File: config.mk
export PLATFORM = sky130hd
export DESIGN_NAME = lps_frame_streamer
export DESIGN_NICKNAME = d
export VERILOG_FILES = /design/src/rtl/lps_pkg.sv /design/src/rtl/lps_cursor.sv /design/src/rtl/lps_cmd_sel.sv /design/src/rtl/lps_ctrl.sv /design/src/rtl/lps_frame_streamer.sv
export SDC_FILE = /design/constraint.sdc
export NUM_CORES = 1
export LEC_CHECK = 0
export BUFFER_PORTS_ARGS = -buffer_cell sky130_fd_sc_hd__buf_2
export CAP_MARGIN = 5
export CORE_MARGIN = 4
export CORE_UTILIZATION = 55
export DETAILED_ROUTE_END_ITERATION = 8
export PLACE_DENSITY = 0.82
export RECOVER_POWER = 25
export SYNTH_ARGS = -nofsm -noshare
export SYNTH_HDL_FRONTEND = slang
export SYNTH_SLANG_ARGS = --single-unit
File: constraint.sdc
create_clock -name i_clk -period 3.9 [get_ports i_clk]
set_input_delay 0.78 -clock i_clk [delete_from_list [all_inputs] [get_ports i_clk]]
set_output_delay 0.78 -clock i_clk [all_outputs]
set_load 0.05 [all_outputs]
File: src/rtl/lps_pkg.sv
package lps_pkg;

  typedef enum logic [2:0] {
    ST_IDLE,
    ST_SETUP,
    ST_CMD,
    ST_SWITCH,
    ST_RD,
    ST_CAP,
    ST_SEND,
    ST_RELEASE
  } lps_state_e;

  localparam logic [7:0] CMD_COL_HI    = 8'h10;
  localparam logic [7:0] CMD_COL_LO    = 8'h00;
  localparam logic [7:0] CMD_PAGE_BASE = 8'hB0;
  localparam int         NUM_CMDS      = 3;

endpackage

File: src/rtl/lps_cursor.sv
module lps_cursor #(
  parameter int COLS  = 128,
  parameter int PAGES = 8,
  localparam int CW   = (COLS  > 1) ? $clog2(COLS)  : 1,
  localparam int PW   = (PAGES > 1) ? $clog2(PAGES) : 1,
  localparam int AW   = $clog2(COLS * PAGES)
) (
  input  logic          i_clk,
  input  logic          i_rst_n,
  input  logic          i_clr,
  input  logic          i_dbl,
  input  logic          i_col_step,
  input  logic          i_page_step,
  output logic [PW-1:0] o_page,
  output logic [AW-1:0] o_addr,
  output logic          o_last_col,
  output logic          o_last_page,
  output logic          o_band_end
);

  logic [CW-1:0] col_q,  col_d;
  logic [PW-1:0] page_q, page_d;
  logic          dbl_q,  dbl_d;

  assign o_last_col  = (col_q  == CW'(COLS - 1));
  assign o_last_page = (page_q == PW'(PAGES - 1));
  assign o_band_end  = !dbl_q || page_q[0];
  assign o_page      = page_q;

  always_comb begin
    col_d  = col_q;
    page_d = page_q;
    dbl_d  = dbl_q;
    if (i_clr) begin
      col_d  = '0;
      page_d = '0;
      dbl_d  = i_dbl;
    end else begin
      if (i_col_step) begin
        col_d = o_last_col ? '0 : col_q + CW'(1);
      end
      if (i_page_step) begin
        page_d = page_q + PW'(1);
      end
    end
  end

  always_ff @(posedge i_clk or negedge i_rst_n) begin
    if (!i_rst_n) begin
      col_q  <= '0;
      page_q <= '0;
      dbl_q  <= 1'b0;
    end else begin
      col_q  <= col_d;
      page_q <= page_d;
      dbl_q  <= dbl_d;
    end
  end

  generate
    if (COLS == (1 << CW) && AW == CW + PW) begin : g_addr_cat
      assign o_addr = {page_q, col_q};
    end else begin : g_addr_mul
      assign o_addr = AW'(page_q) * AW'(COLS) + AW'(col_q);
    end
  endgenerate

endmodule

File: src/rtl/lps_cmd_sel.sv
module lps_cmd_sel
  import lps_pkg::*;
#(
  parameter int PAGES = 8,
  localparam int PW   = (PAGES > 1) ? $clog2(PAGES) : 1
) (
  input  logic [1:0]    i_idx,
  input  logic [PW-1:0] i_page,
  output logic [7:0]    o_cmd
);

  logic [7:0] page_ext;

  assign page_ext = {{(8 - PW){1'b0}}, i_page};

  always_comb begin
    case (i_idx)
      2'd0:    o_cmd = CMD_COL_HI;
      2'd1:    o_cmd = CMD_COL_LO;
      default: o_cmd = CMD_PAGE_BASE | page_ext;
    endcase
  end

endmodule

File: src/rtl/lps_ctrl.sv
module lps_ctrl
  import lps_pkg::*;
(
  input  logic       i_clk,
  input  logic       i_rst_n,
  input  logic       i_start,
  input  logic       i_tx_ready,
  input  logic       i_tx_idle,
  input  logic [7:0] i_rd_data,
  input  logic [7:0] i_cmd,
  input  logic       i_last_col,
  input  logic       i_last_page,
  input  logic       i_band_end,
  output logic [1:0] o_cmd_idx,
  output logic       o_clr,
  output logic       o_col_step,
  output logic       o_page_step,
  output logic       o_rd_en,
  output logic       o_tx_valid,
  output logic [7:0] o_tx_byte,
  output logic       o_tx_rs,
  output logic       o_tx_cs,
  output logic       o_frame_done,
  output logic       o_band_done,
  output logic       o_busy
);

  lps_state_e state_q, state_d;
  logic [1:0] idx_q,   idx_d;
  logic [7:0] byte_q,  byte_d;
  logic       cs_q,    cs_d;
  logic       rs_q,    rs_d;
  logic       fd_q,    fd_d;
  logic       bd_q,    bd_d;

  always_comb begin
    state_d     = state_q;
    idx_d       = idx_q;
    byte_d      = byte_q;
    cs_d        = cs_q;
    rs_d        = rs_q;
    fd_d        = 1'b0;
    bd_d        = 1'b0;
    o_clr       = 1'b0;
    o_col_step  = 1'b0;
    o_page_step = 1'b0;
    o_rd_en     = 1'b0;
    o_tx_valid  = 1'b0;
    o_tx_byte   = byte_q;
    case (state_q)
      ST_IDLE: begin
        if (i_start) begin
          o_clr   = 1'b1;
          state_d = ST_SETUP;
        end
      end
      ST_SETUP: begin
        cs_d    = 1'b1;
        idx_d   = '0;
        state_d = ST_CMD;
      end
      ST_CMD: begin
        o_tx_valid = 1'b1;
        o_tx_byte  = i_cmd;
        if (i_tx_ready) begin
          if (idx_q == 2'(NUM_CMDS - 1)) begin
            state_d = ST_SWITCH;
          end else begin
            idx_d = idx_q + 2'd1;
          end
        end
      end
      ST_SWITCH: begin
        if (i_tx_idle) begin
          rs_d    = 1'b1;
          state_d = ST_RD;
        end
      end
      ST_RD: begin
        o_rd_en = 1'b1;
        state_d = ST_CAP;
      end
      ST_CAP: begin
        byte_d  = i_rd_data;
        state_d = ST_SEND;
      end
      ST_SEND: begin
        o_tx_valid = 1'b1;
        if (i_tx_ready) begin
          o_col_step = 1'b1;
          state_d    = i_last_col ? ST_RELEASE : ST_RD;
        end
      end
      ST_RELEASE: begin
        if (i_tx_idle) begin
          cs_d = 1'b0;
          rs_d = 1'b0;
          bd_d = i_band_end;
          if (i_last_page) begin
            fd_d    = 1'b1;
            state_d = ST_IDLE;
          end else begin
            o_page_step = 1'b1;
            state_d     = ST_SETUP;
          end
        end
      end
      default: state_d = ST_IDLE;
    endcase
  end

  always_ff @(posedge i_clk or negedge i_rst_n) begin
    if (!i_rst_n) begin
      state_q <= ST_IDLE;
      idx_q   <= '0;
      byte_q  <= '0;
      cs_q    <= 1'b0;
      rs_q    <= 1'b0;
      fd_q    <= 1'b0;
      bd_q    <= 1'b0;
    end else begin
      state_q <= state_d;
      idx_q   <= idx_d;
      byte_q  <= byte_d;
      cs_q    <= cs_d;
      rs_q    <= rs_d;
      fd_q    <= fd_d;
      bd_q    <= bd_d;
    end
  end

  assign o_cmd_idx    = idx_q;
  assign o_tx_rs      = rs_q;
  assign o_tx_cs      = cs_q;
  assign o_frame_done = fd_q;
  assign o_band_done  = bd_q;
  assign o_busy       = (state_q != ST_IDLE);

endmodule

File: src/rtl/lps_frame_streamer.sv
module lps_frame_streamer #(
  parameter int COLS  = 128,
  parameter int PAGES = 8,
  localparam int PW   = (PAGES > 1) ? $clog2(PAGES) : 1,
  localparam int AW   = $clog2(COLS * PAGES)
) (
  input  logic          i_clk,
  input  logic          i_rst_n,
  input  logic          i_start,
  input  logic          i_dbl,
  output logic          o_busy,
  output logic          o_frame_done,
  output logic          o_band_done,
  output logic          o_rd_en,
  output logic [AW-1:0] o_rd_addr,
  input  logic [7:0]    i_rd_data,
  output logic          o_tx_valid,
  input  logic          i_tx_ready,
  input  logic          i_tx_idle,
  output logic [7:0]    o_tx_byte,
  output logic          o_tx_rs,
  output logic          o_tx_cs
);

  logic [1:0]    rst_sync_q;
  logic          rst_n;
  logic [1:0]    cmd_idx;
  logic [7:0]    cmd_byte;
  logic [PW-1:0] page;
  logic          clr, col_step, page_step;
  logic          last_col, last_page, band_end;

  always_ff @(posedge i_clk or negedge i_rst_n) begin
    if (!i_rst_n) begin
      rst_sync_q <= 2'b00;
    end else begin
      rst_sync_q <= {rst_sync_q[0], 1'b1};
    end
  end
  assign rst_n = rst_sync_q[1];

  lps_cursor #(.COLS(COLS), .PAGES(PAGES)) u_cursor (
    .i_clk       (i_clk),
    .i_rst_n     (rst_n),
    .i_clr       (clr),
    .i_dbl       (i_dbl),
    .i_col_step  (col_step),
    .i_page_step (page_step),
    .o_page      (page),
    .o_addr      (o_rd_addr),
    .o_last_col  (last_col),
    .o_last_page (last_page),
    .o_band_end  (band_end)
  );

  lps_cmd_sel #(.PAGES(PAGES)) u_cmd_sel (
    .i_idx  (cmd_idx),
    .i_page (page),
    .o_cmd  (cmd_byte)
  );

  lps_ctrl u_ctrl (
    .i_clk        (i_clk),
    .i_rst_n      (rst_n),
    .i_start      (i_start),
    .i_tx_ready   (i_tx_ready),
    .i_tx_idle    (i_tx_idle),
    .i_rd_data    (i_rd_data),
    .i_cmd        (cmd_byte),
    .i_last_col   (last_col),
    .i_last_page  (last_page),
    .i_band_end   (band_end),
    .o_cmd_idx    (cmd_idx),
    .o_clr        (clr),
    .o_col_step   (col_step),
    .o_page_step  (page_step),
    .o_rd_en      (o_rd_en),
    .o_tx_valid   (o_tx_valid),
    .o_tx_byte    (o_tx_byte),
    .o_tx_rs      (o_tx_rs),
    .o_tx_cs      (o_tx_cs),
    .o_frame_done (o_frame_done),
    .o_band_done  (o_band_done),
    .o_busy       (o_busy)
  );

endmodule

==> results of run 1 <==
## metrics by stage
| stage | worst slack [ns] | power, uW | hold slack [ns] | cells |
|---|---|---|---|---|
| 2_1_floorplan | 1.28 | 1300 | 0.331 | 147 |
| 3_3_place_gp | 1.41 | 1440 | 0.340 | 211 |
| 3_5_place_dp | 1.37 | 1480 | 0.338 | 211 |
| 4_1_cts | 0.990 | 1710 | 0.206 | 219 |
| 5_1_grt | 0.891 | 1800 | 0.212 | 219 |
| 6_report | 0.985 | 1690 | 0.217 | 219 |
## Yosys cell counts (2+ instances only)
master and number:
nand4_1 2, ha_1 7, mux2_2 10, a31oi_1 2
and2_1 2, a21oi_1 6, a22o_1 3, o211ai_1 2
dfrtp_1 30, o22a_1 2, nand2_1 21, o21ai_1 4
inv_1 8, o2bb2ai_1 2, o21ai_0 3, nor2_1 6
o41ai_1 2, or3_1 2, buf_2 2, nand2b_1 2
o311ai_0 2, nand3_1 3
## cell families after synthesis
kind of cell / share of synthesized area
other: 0.00239
AOI/OAI and AO/OA: 0.152
buffers and inverters: 0.0399
adders and majority gates: 0.0559
muxes: 0.0879
DFF: 0.479
xor gates and xnor gates: 0.00559
and+or+nand+nor: 0.177
## state kept, by name, indices dropped and copies added, names as in the netlist
signal,cells
u_ctrl.state_q,3
u_ctrl.o_cmd_idx,2
u_cursor.dbl_q,1
u_cursor.o_page,3
u_ctrl.o_tx_cs,1
u_ctrl.o_tx_rs,1
u_ctrl.o_frame_done,1
rst_sync_q,2
u_cursor.col_q,7
u_ctrl.byte_q,8
u_ctrl.o_band_done,1
## per-layer routing
layer / routed length, microns / part of all wire / up-vias / global-route usage
li1: - / - / 612 / -
met1: 1340 / 0.42 / 627 / 0.223
met2: 1620 / 0.50 / 44 / 0.320
met3: 204 / 0.064 / 5 / 0.0524
met4: 42 / 0.013 / 0 / 0.115
met5: 0 / 0 / - / 0
## worst min path at each step
stage	startpoint	to	slack (ns)	depth (start not counted)
after detailed placement	rst_sync_q[0]$_DFF_PN0_	rst_sync_q[1]$_DFF_PN0_	0.34	0
after global placement	rst_sync_q[0]$_DFF_PN0_	rst_sync_q[1]$_DFF_PN0_	0.34	0
after floorplan	rst_sync_q[0]$_DFF_PN0_	rst_sync_q[1]$_DFF_PN0_	0.33	0
after global routing	i_rst_n	rst_sync_q[0]$_DFF_PN0_	0.21	1
final	i_rst_n	rst_sync_q[1]$_DFF_PN0_	0.22	1
after CTS	i_rst_n	rst_sync_q[0]$_DFF_PN0_	0.21	1
## layout make-up
| class | count | area [sq um] | share of cell area |
|---|---|---|---|
| clock buffers | 8 | 78.8 | 0.0428 |
| multi-input cells | 104 | 753 | 0.409 |
| flip-flops and latches | 30 | 751 | 0.408 |
| well taps | 31 | 38.8 | 0.0211 |
| inverters | 8 | 30.0 | 0.0163 |
| repair buffers | 38 | 189 | 0.103 |
## where the power goes
group	leakage (uW)	total (uW)	internal [uW]	switching (uW)
Clock	0.0000446	226	123	103
Sequential	0.000374	565	420	146
Combinational	0.000483	903	289	614
==> metrics.yaml, run 1 <==
max_slew_margin: 0.278
syn_to_final_growth_pct: 17.5
synthArstFlopShare: 1.00
peakVddDrop_uv: 713
synth_area_leader_cell: "dfrtp_1"
hold_buffers: 0
firstDrtPassIters: 4
fin_worst_skew_ns: 0.00993
synth_edf_count: 0
p_leak_uw: 0.000902
dieArea_sq_mm: 0.00377
grt_max_degree: 29
numCtsBuffers: 5
period_share: 0.748
worst-path-max-fanout: 16
dp_hpwl_microns: 2440
routed_via_density: 5.88
path_cells: "or3b_2 > nand2b_1 > nand2_1 > buf_2"
finalWorstPathRequiredPeriod_ns: 2.92
drtIter0Drc: 79
gp_congestion: 0.748
grtUsageTotal: 0.193
die_y_microns: 61.4
timing.max_cap.violations: 0
num_vias: 1288
syn_inst: 147
io_buffers: 38
synth-main-ff-cell: "dfrtp_1"
status: "complete, no violations"
crit_type: "reg -> out"
hold_class: "in -> async"
nFillCells: 214
grt_pass1_wl_microns: 5240
setup_violations: 0
overflow: 0
slowest_delay_ns: 0.67
critPathLaunchType: "flop"
drc: 0
synth_area_sq_mm: 0.00157
reg2reg_from: "u_ctrl.state_q[2]$_DFFE_PN0P_"
endpoint: "o_tx_byte[5]"
fmax_ghz: 0.343
path_buf_inv: 1
final_layout_size_suffix_gt1_frac: 0.319
avgSynthCellArea_sq_um: 10.7
cts_resized: 0
worst_pin_slew_ns: 1.08
htree_levels: 2
hold_viol: 0
cp.depth: 4
num_antenna_cells: 0
cp_data_arrival_time_ns: 2.14
clockBufferDepth: 2
drv_slew: 0
routed_wl_microns: 3210
rsz0062_at_grt: "no"
synth.ff_latch_count: 30
grt_pass1_vias: 1231
synthTopCellsByArea: "dfrtp_1 (48%), mux2_2 (7.2%), ha_1 (5.6%), nand2_1 (5.0%), a21oi_1 (1.9%)"
final_common_cell: "buf_2"
io_pins: 39
synth.top_cell.area_share: 0.479
ys_seq_area_frac: 0.479
crit_family: "simple AND/OR/NAND/NOR gates"
endpoint_kind: "primary output"
postCtsSetupBuffers: 0
ys_types: 46
coreArea_sq_mm: 0.00273
slowest_stage: "or3b_2"
critPathLaunch: "u_ctrl.state_q[2]$_DFFE_PN0P_"
tritoncts: "done"
reg2reg_depth: 3
rrSetupSlack_ns: 2.15
synth_warnings: 0
antenna_found_initial: 0
timing.rr.end: "u_cursor.o_page[0]$_DFFE_PN0P_"
crit_required_ns: 3.12
clock_latency_ns: 0.34
detail-route-antenna-nets: 0
initial_core_util: 0.573
final_nets: 208
finalInstanceArea_sq_mm: 0.00184
root_buffer: "clkbuf_4"
postPlaceCellArea_sq_mm: 0.00176
finalSetupTns_ns: 0
clock_sinks: 30
wl_per_cell_microns: 14.7
fin_util: 0.673
clk_pin_slew_ns: 0.08
final_cell_mix: "buf_2 (37), dfrtp_1 (30), nand2_1 (21)"
syn-num-nets: 168
rows: 19
p_per_area_mw_per_mm2: 921
dieWidth_microns: 61.4
No activity file was read; power rests on OpenSTA's default activity.
==> run 2, diff against run 1 <==
Settings changed: ABC_AREA set to 1, CORE_UTILIZATION 55 to 53, PLACE_DENSITY 0.82 to 0.79.
Clock period 3.9 ns to 3 ns, I/O delays scaled along.
==> run 2 against run 1 <==
Global-route usage decreased by 0.86 points; largest power group unchanged; sequential cell count unchanged; critical endpoint is now o_tx_byte[4]; synthesized cell count increased by 31%; die area is 8.8% higher; clock-buffer cell count shrank 1.
==> metrics.yaml, run 2 <==
status: "complete, no violations"
avgSynthCellArea_sq_um: 8.62  # -19%
root_buffer: "clkbuf_4"
muxShareOfSynthArea: 0.0542  # -0.0337
synth-main-ff-cell: "dfrtp_1"
worst-path-max-fanout: 11  # -5
final_cell_mix: "nand2_1 (48), buf_2 (37), dfrtp_1 (30)"
p_per_area_mw_per_mm2: 1120  # +22%
rows: 20  # +1
hold_buffers: 0  # unchanged
finalInstanceArea_sq_mm: 0.00193  # +4.8%
drtIter0Drc: 102  # +29%
synth.ff_latch_count: 30  # unchanged
crit_type: "reg -> out"
intPower_uw: 991  # +19%
yosys-top-cells-count: "nand2_1 (48), dfrtp_1 (30), inv_1 (20)"
worst_pin_slew_ns: 0.907  # -0.176 ns
wl_per_cell_microns: 11.6  # -21%
switching_share: 0.543  # +0.0338
synth_top_family_by_area: "simple AND/OR/NAND/NOR gates"
dieWidth_microns: 64.0  # +4.3%
critPathLaunchType: "flop"
top_register: "u_ctrl.byte_q"
peakVddDrop_uv: 774  # +8.6%
p_seq_frac: 0.314  # -0.020
endpoint: "o_tx_byte[4]"
clock_latency_ns: 0.33  # about the same
clock_sinks: 30  # unchanged
antenna_found_initial: 0  # unchanged
hold_ws_ns: 0.0387  # -0.178 ns
syn_inst: 193  # +31%
synth_area_leader_cell: "dfrtp_1"
grt_pass1_wl_microns: 5870  # +12%
overflow: 0  # unchanged
drv_slew: 0  # unchanged
synth_area_sq_mm: 0.00166  # +6.2%
fmax_ghz: 0.394
crit_required_ns: 2.40  # -0.72 ns
power_frac_comb: 0.568  # +0.035
die_y_microns: 64.0  # +4.3%
max_slew_margin: 0.396  # +0.118
grt_pass1_vias: 1338  # +8.7%
synthArstFlopShare: 1.00  # unchanged
finalWorstPathRequiredPeriod_ns: 2.54
synth.most_common_cell: "nand2_1"
numCtsBuffers: 5  # unchanged
timing.rr.end: "u_ctrl.state_q[1]$_DFFE_PN0P_"
grtUsageTotal: 0.185  # -0.00857
largestRegisters: "u_ctrl.byte_q: 8 flops, u_cursor.col_q: 7 flops"
detail-route-antenna-nets: 0  # unchanged
synth_compound_area_frac: 0.0835  # -0.0682
postPlaceCellArea_sq_mm: 0.00187  # +6.3%
postCtsSetupBuffers: 0  # unchanged
synth_warnings: 0  # unchanged
timing.max_cap.violations: 0  # unchanged
syn_to_final_growth_pct: 16.0
reg2reg_from: "u_ctrl.state_q[2]$_DFFE_PN0P_"
synthTopCellsByArea: "dfrtp_1 (45%), nand2_1 (11%), mux2_2 (5.4%), ha_1 (5.3%), nand3_1 (5.1%)"
drc: 0  # unchanged
io_pins: 39  # unchanged
routed_via_density: 4.89  # -17%
final_layout_size_suffix_gt1_frac: 0.284  # -0.0353
p_leak_uw: 0.00102  # +13%
dieArea_sq_mm: 0.00410  # +8.8%
power_frac_clock: 0.118  # -0.016
endpoint_kind: "primary output"
dp_hpwl_microns: 2510  # +3.0%
clockBufferDepth: 2  # unchanged
hold_viol: 0  # unchanged
cts_resized: 0  # unchanged
ys_types: 29  # -37%
finalSetupTns_ns: 0  # unchanged
power.total_uw: 2170  # +28%
critPathLaunch: "u_ctrl.state_q[2]$_DFFE_PN0P_"
grt_max_degree: 18  # -38%
gp_congestion: 0.845  # +13%
synth.top_cell.area_share: 0.451  # -0.0278
num_antenna_cells: 0  # unchanged
synth_adder_area_share: 0.0527  # -0.00324
final_common_cell: "nand2_1"
nFillCells: 271  # +27%
synthSimpleGateAreaFrac: 0.276  # +0.0988
switching_power_uw: 1180  # +37%
tritoncts: "done"
largest_reg_flops: 8  # unchanged
num_vias: 1369  # +6.3%
reg2reg_depth: 6  # +3
clk_pin_slew_ns: 0.10  # +0.02 ns
io_buffers: 38  # unchanged
final_nets: 256  # +23%
htree_levels: 2  # unchanged
routed_wl_microns: 3250  # +1.3%
initial_core_util: 0.549  # -0.0238
hold_class: "in -> async"
synth_edf_count: 0  # unchanged
syn-num-nets: 214  # +27%
cp_data_arrival_time_ns: 1.94  # -0.20 ns
fin_worst_skew_ns: 0.00807  # -0.00186 ns
ys_seq_area_frac: 0.451  # -0.0278
firstDrtPassIters: 4  # unchanged
coreArea_sq_mm: 0.00303  # +11%
rsz0062_at_grt: "no"
synth_xor_area_frac: 0.00527  # -0.000324
period_share: 0.846
setup_violations: 0  # unchanged
rrSetupSlack_ns: 1.35  # -0.80 ns
==> run 2: cell types whose count changed in the layout (fill, tap and decap cells not counted), moves of 3 or more <==
cell / change
nand2_1: +27
nand3_1: +14
nor2_1: +13
inv_1: +12
o21ai_0: +8
a22o_1: -3
==> run 2: metal layers <==
metal	up-vias	routed length (microns)	track usage
met5	-	0	0
met4	0	61	0.0782
met3	8	310	0.0721
met2	58	1520	0.286
met1	601	1360	0.228
li1	702	-	-
==> run 2: power groups by stage <==
| stage | clock network (uW) | logic (uW) | registers (uW) |
|---|---|---|---|
| 2_1_floorplan | 0 | 884 | 830 |
| 3_3_place_gp | 0 | 1230 | 684 |
| 3_5_place_dp | 0 | 1240 | 691 |
| 4_1_cts | 258 | 1240 | 683 |
| 5_1_grt | 287 | 1340 | 709 |
| 6_report | 256 | 1230 | 682 |
==> run 2: layout make-up <==
type | count | area [sq um] | share of cell area
tap | 44 | 55.1 | 0.0285
clock inverter | 1 | 5.00 | 0.00259
sequential | 30 | 751 | 0.389
inverter | 22 | 82.6 | 0.0428
multi-input combinational | 137 | 788 | 0.409
timing repair buffer | 39 | 193 | 0.0999
clock buffer | 7 | 55.1 | 0.0285
==> run 2: worst max-delay path, cell delays in order, from the launching register on <==
cell,delay [ns]
dfrtp_1,0.47
inv_2,0.23
nand3_1,0.36
o21ai_0,0.25
buf_2,0.29
==> run 2: through the flow <==
stage          setup WS [ns]  utilization  cells
3_5_place_dp           0.836        0.619    272
3_3_place_gp           0.892        0.619    272
5_1_grt                0.286        0.637    280
2_1_floorplan          0.390            -    193
6_report               0.462        0.637    280
4_1_cts                0.455        0.639    280
==> run 2: logic make-up after synthesis <==
logic type / count (synthesis)
AOI/OAI and AO/OA: 23
xor gates and xnor gates: 1
adders and majority gates: 7
buffers and inverters: 26
DFF: 30
muxes: 8
other: 1
and+or+nand+nor: 97
==> run 2: worst min-delay path by stage <==
stage                                            end                    start  cells after the start
after CTS                    rst_sync_q[0]$_DFF_PN0_                  i_rst_n                      1
after global placement    u_cursor.dbl_q$_DFFE_PN0N_  rst_sync_q[1]$_DFF_PN0_                      0
after detailed placement  u_cursor.dbl_q$_DFFE_PN0N_  rst_sync_q[1]$_DFF_PN0_                      0
final                        rst_sync_q[0]$_DFF_PN0_                  i_rst_n                      1
after floorplan              rst_sync_q[0]$_DFF_PN0_                  i_rst_n                      0
after global routing         rst_sync_q[0]$_DFF_PN0_                  i_rst_n                      1
==> run 3, diff against run 2 <==
Clock period 3 ns to 2.6 ns, I/O delays scaled along.
==> run 3 against run 2 <==
Largest power group unchanged; clock power up 47%; clock skew up 0.0038 ns; critical endpoint is now o_tx_byte[0]; first-iteration DRC count down 44%; register-to-register slack worse by 0.24 ns.
==> metrics.yaml, run 3 (synthesis gave the netlist of run 2 again) <==
status: "complete, no violations"
final_cell_mix: "nand2_1 (48), buf_2 (36), dfrtp_1 (30)"
dieWidth_microns: 64.0  # unchanged
grt_max_degree: 19  # +1
p_leak_uw: 0.00103  # +0.73%
postCtsSetupBuffers: 0  # unchanged
root_buffer: "clkbuf_4"
routed_wl_microns: 3250  # about the same
period_share: 0.900
rows: 20  # unchanged
io_pins: 39  # unchanged
syn_to_final_growth_pct: 18.6
drc: 0  # unchanged
largestRegisters: "u_ctrl.byte_q: 8 flops, u_cursor.col_q: 7 flops"
detail-route-antenna-nets: 0  # unchanged
p_per_area_mw_per_mm2: 1320  # +17%
peakVddDrop_uv: 999  # +29%
num_antenna_cells: 0  # unchanged
largest_reg_flops: 8  # unchanged
tritoncts: "done"
crit_required_ns: 2.08  # -0.32 ns
final_nets: 257  # +0.39%
dp_hpwl_microns: 2500  # -0.52%
cp_data_arrival_time_ns: 1.82  # -0.12 ns
endpoint_kind: "primary output"
grt_pass1_vias: 1362  # +1.8%
clk_pin_slew_ns: 0.10  # about the same
worst-path-max-fanout: 7  # -4
overflow: 0  # unchanged
final_common_cell: "nand2_1"
coreArea_sq_mm: 0.00303  # unchanged
top_register: "u_ctrl.byte_q"
fmax_ghz: 0.427
finalSetupTns_ns: 0  # unchanged
dieArea_sq_mm: 0.00410  # unchanged
grt_pass1_wl_microns: 5950  # +1.3%
nFillCells: 273  # +0.74%
htree_levels: 2  # unchanged
drtIter0Drc: 57  # -44%
max_slew_margin: 0.523  # +0.127
drv_slew: 0  # unchanged
clock_latency_ns: 0.33  # about the same
numCtsBuffers: 5  # unchanged
worst_pin_slew_ns: 0.716  # -0.191 ns
io_buffers: 38  # unchanged
hold_viol: 0  # unchanged
timing.max_cap.violations: 0  # unchanged
finalInstanceArea_sq_mm: 0.00197  # +2.2%
final_layout_size_suffix_gt1_frac: 0.295  # +0.0115
firstDrtPassIters: 4  # unchanged
clock_sinks: 30  # unchanged
critPathLaunchType: "flop"
hold_class: "reg -> async"
fin_worst_skew_ns: 0.0119  # +0.00379 ns
num_vias: 1365  # -0.29%
gp_congestion: 0.849  # +0.53%
crit_type: "reg -> out"
antenna_found_initial: 0  # unchanged
die_y_microns: 64.0  # unchanged
postPlaceCellArea_sq_mm: 0.00187  # unchanged
clockBufferDepth: 2  # unchanged
rsz0062_at_grt: "no"
setup_violations: 0  # unchanged
fin_util: 0.651  # +0.0141
routed_via_density: 4.86  # -0.65%
hold_ws_ns: 0.288  # +0.249 ns
wl_per_cell_microns: 11.6  # -0.45%
finalWorstPathRequiredPeriod_ns: 2.34
grtUsageTotal: 0.188  # +0.00309
initial_core_util: 0.549  # unchanged
power.total_uw: 2600  # +20%
run 3: cell count changes in the layout (fill, tap and decap cells not counted), sizes merged:
| cell | change |
|---|---|
| clkinvlp | +2 |
| clkinv | -1 |
| buf | -1 |
| dlygate4sd3 | +1 |
| bufinv | +1 |
| clkbuf | -1 |
run 3: cell type report:
| class | count | area [sq um] | area share |
|---|---|---|---|
| Sequential cell | 30 | 751 | 0.381 |
| Clock inverter | 3 | 45.0 | 0.0228 |
| Tap cell | 44 | 55.1 | 0.0279 |
| Timing Repair Buffer | 40 | 205 | 0.104 |
| Inverter | 22 | 82.6 | 0.0419 |
| Multi-Input combinational cell | 137 | 796 | 0.404 |
| Clock buffer | 5 | 37.5 | 0.0190 |
run 3: through the flow:
step                setup WS (ns)  std cells
detailed placement          0.508        272
CTS                         0.125        281
global route               0.0612        281
global placement            0.574        272
finish                      0.261        281
floorplan                  0.0700        193
run 3: timing repair:
item                                    in CTS  in global routing
endpoints found under the setup margin       0                  4
hold buffers                                 1                  0
gates resized for setup                      0                  3
hold endpoints to repair                     2                  0
run 3: where the power goes:
group	internal, uW	switching (uW)	total, uW	leakage [uW]
clock	202	174	376	0.0000374
combinational	392	1040	1440	0.000619
sequential	629	160	789	0.000374
total	1220	1380	2600	0.00103
run 3: path summary, 6_finish.rpt:
check	slack (ns)	depth (start not counted)	startpoint	end
min in group i_clk	0.36	0	rst_sync_q[0]$_DFF_PN0_	rst_sync_q[1]$_DFF_PN0_
max reg2reg	1.11	6	u_ctrl.state_q[2]$_DFFE_PN0P_	u_ctrl.state_q[1]$_DFFE_PN0P_
max in group asynchronous	1.38	1	rst_sync_q[1]$_DFF_PN0_	u_ctrl.o_frame_done$_DFF_PN0_
min reg2reg	0.29	0	rst_sync_q[1]$_DFF_PN0_	u_cursor.o_page[2]$_DFFE_PN0P_
min	0.29	0	rst_sync_q[1]$_DFF_PN0_	u_cursor.o_page[2]$_DFFE_PN0P_
max	0.26	6	u_ctrl.state_q[0]$_DFFE_PN0P_	o_tx_byte[0]
run 3: per-layer routing:
| metal | vias up | GRT usage | part of all wire |
|---|---|---|---|
| li1 | 705 | - | - |
| met1 | 618 | 0.239 | 0.46 |
| met2 | 36 | 0.292 | 0.46 |
| met3 | 6 | 0.0668 | 0.064 |
| met4 | 0 | 0.0701 | 0.016 |
| met5 | - | 0 | 0 |
run 3: critical path, stage by stage, from the launching register on:
cell	delay, ns
dfrtp_1	0.49
inv_2	0.15
nand2_1	0.07
nor2_2	0.16
nand2_1	0.15
o21ai_0	0.20
clkbuf_4	0.26
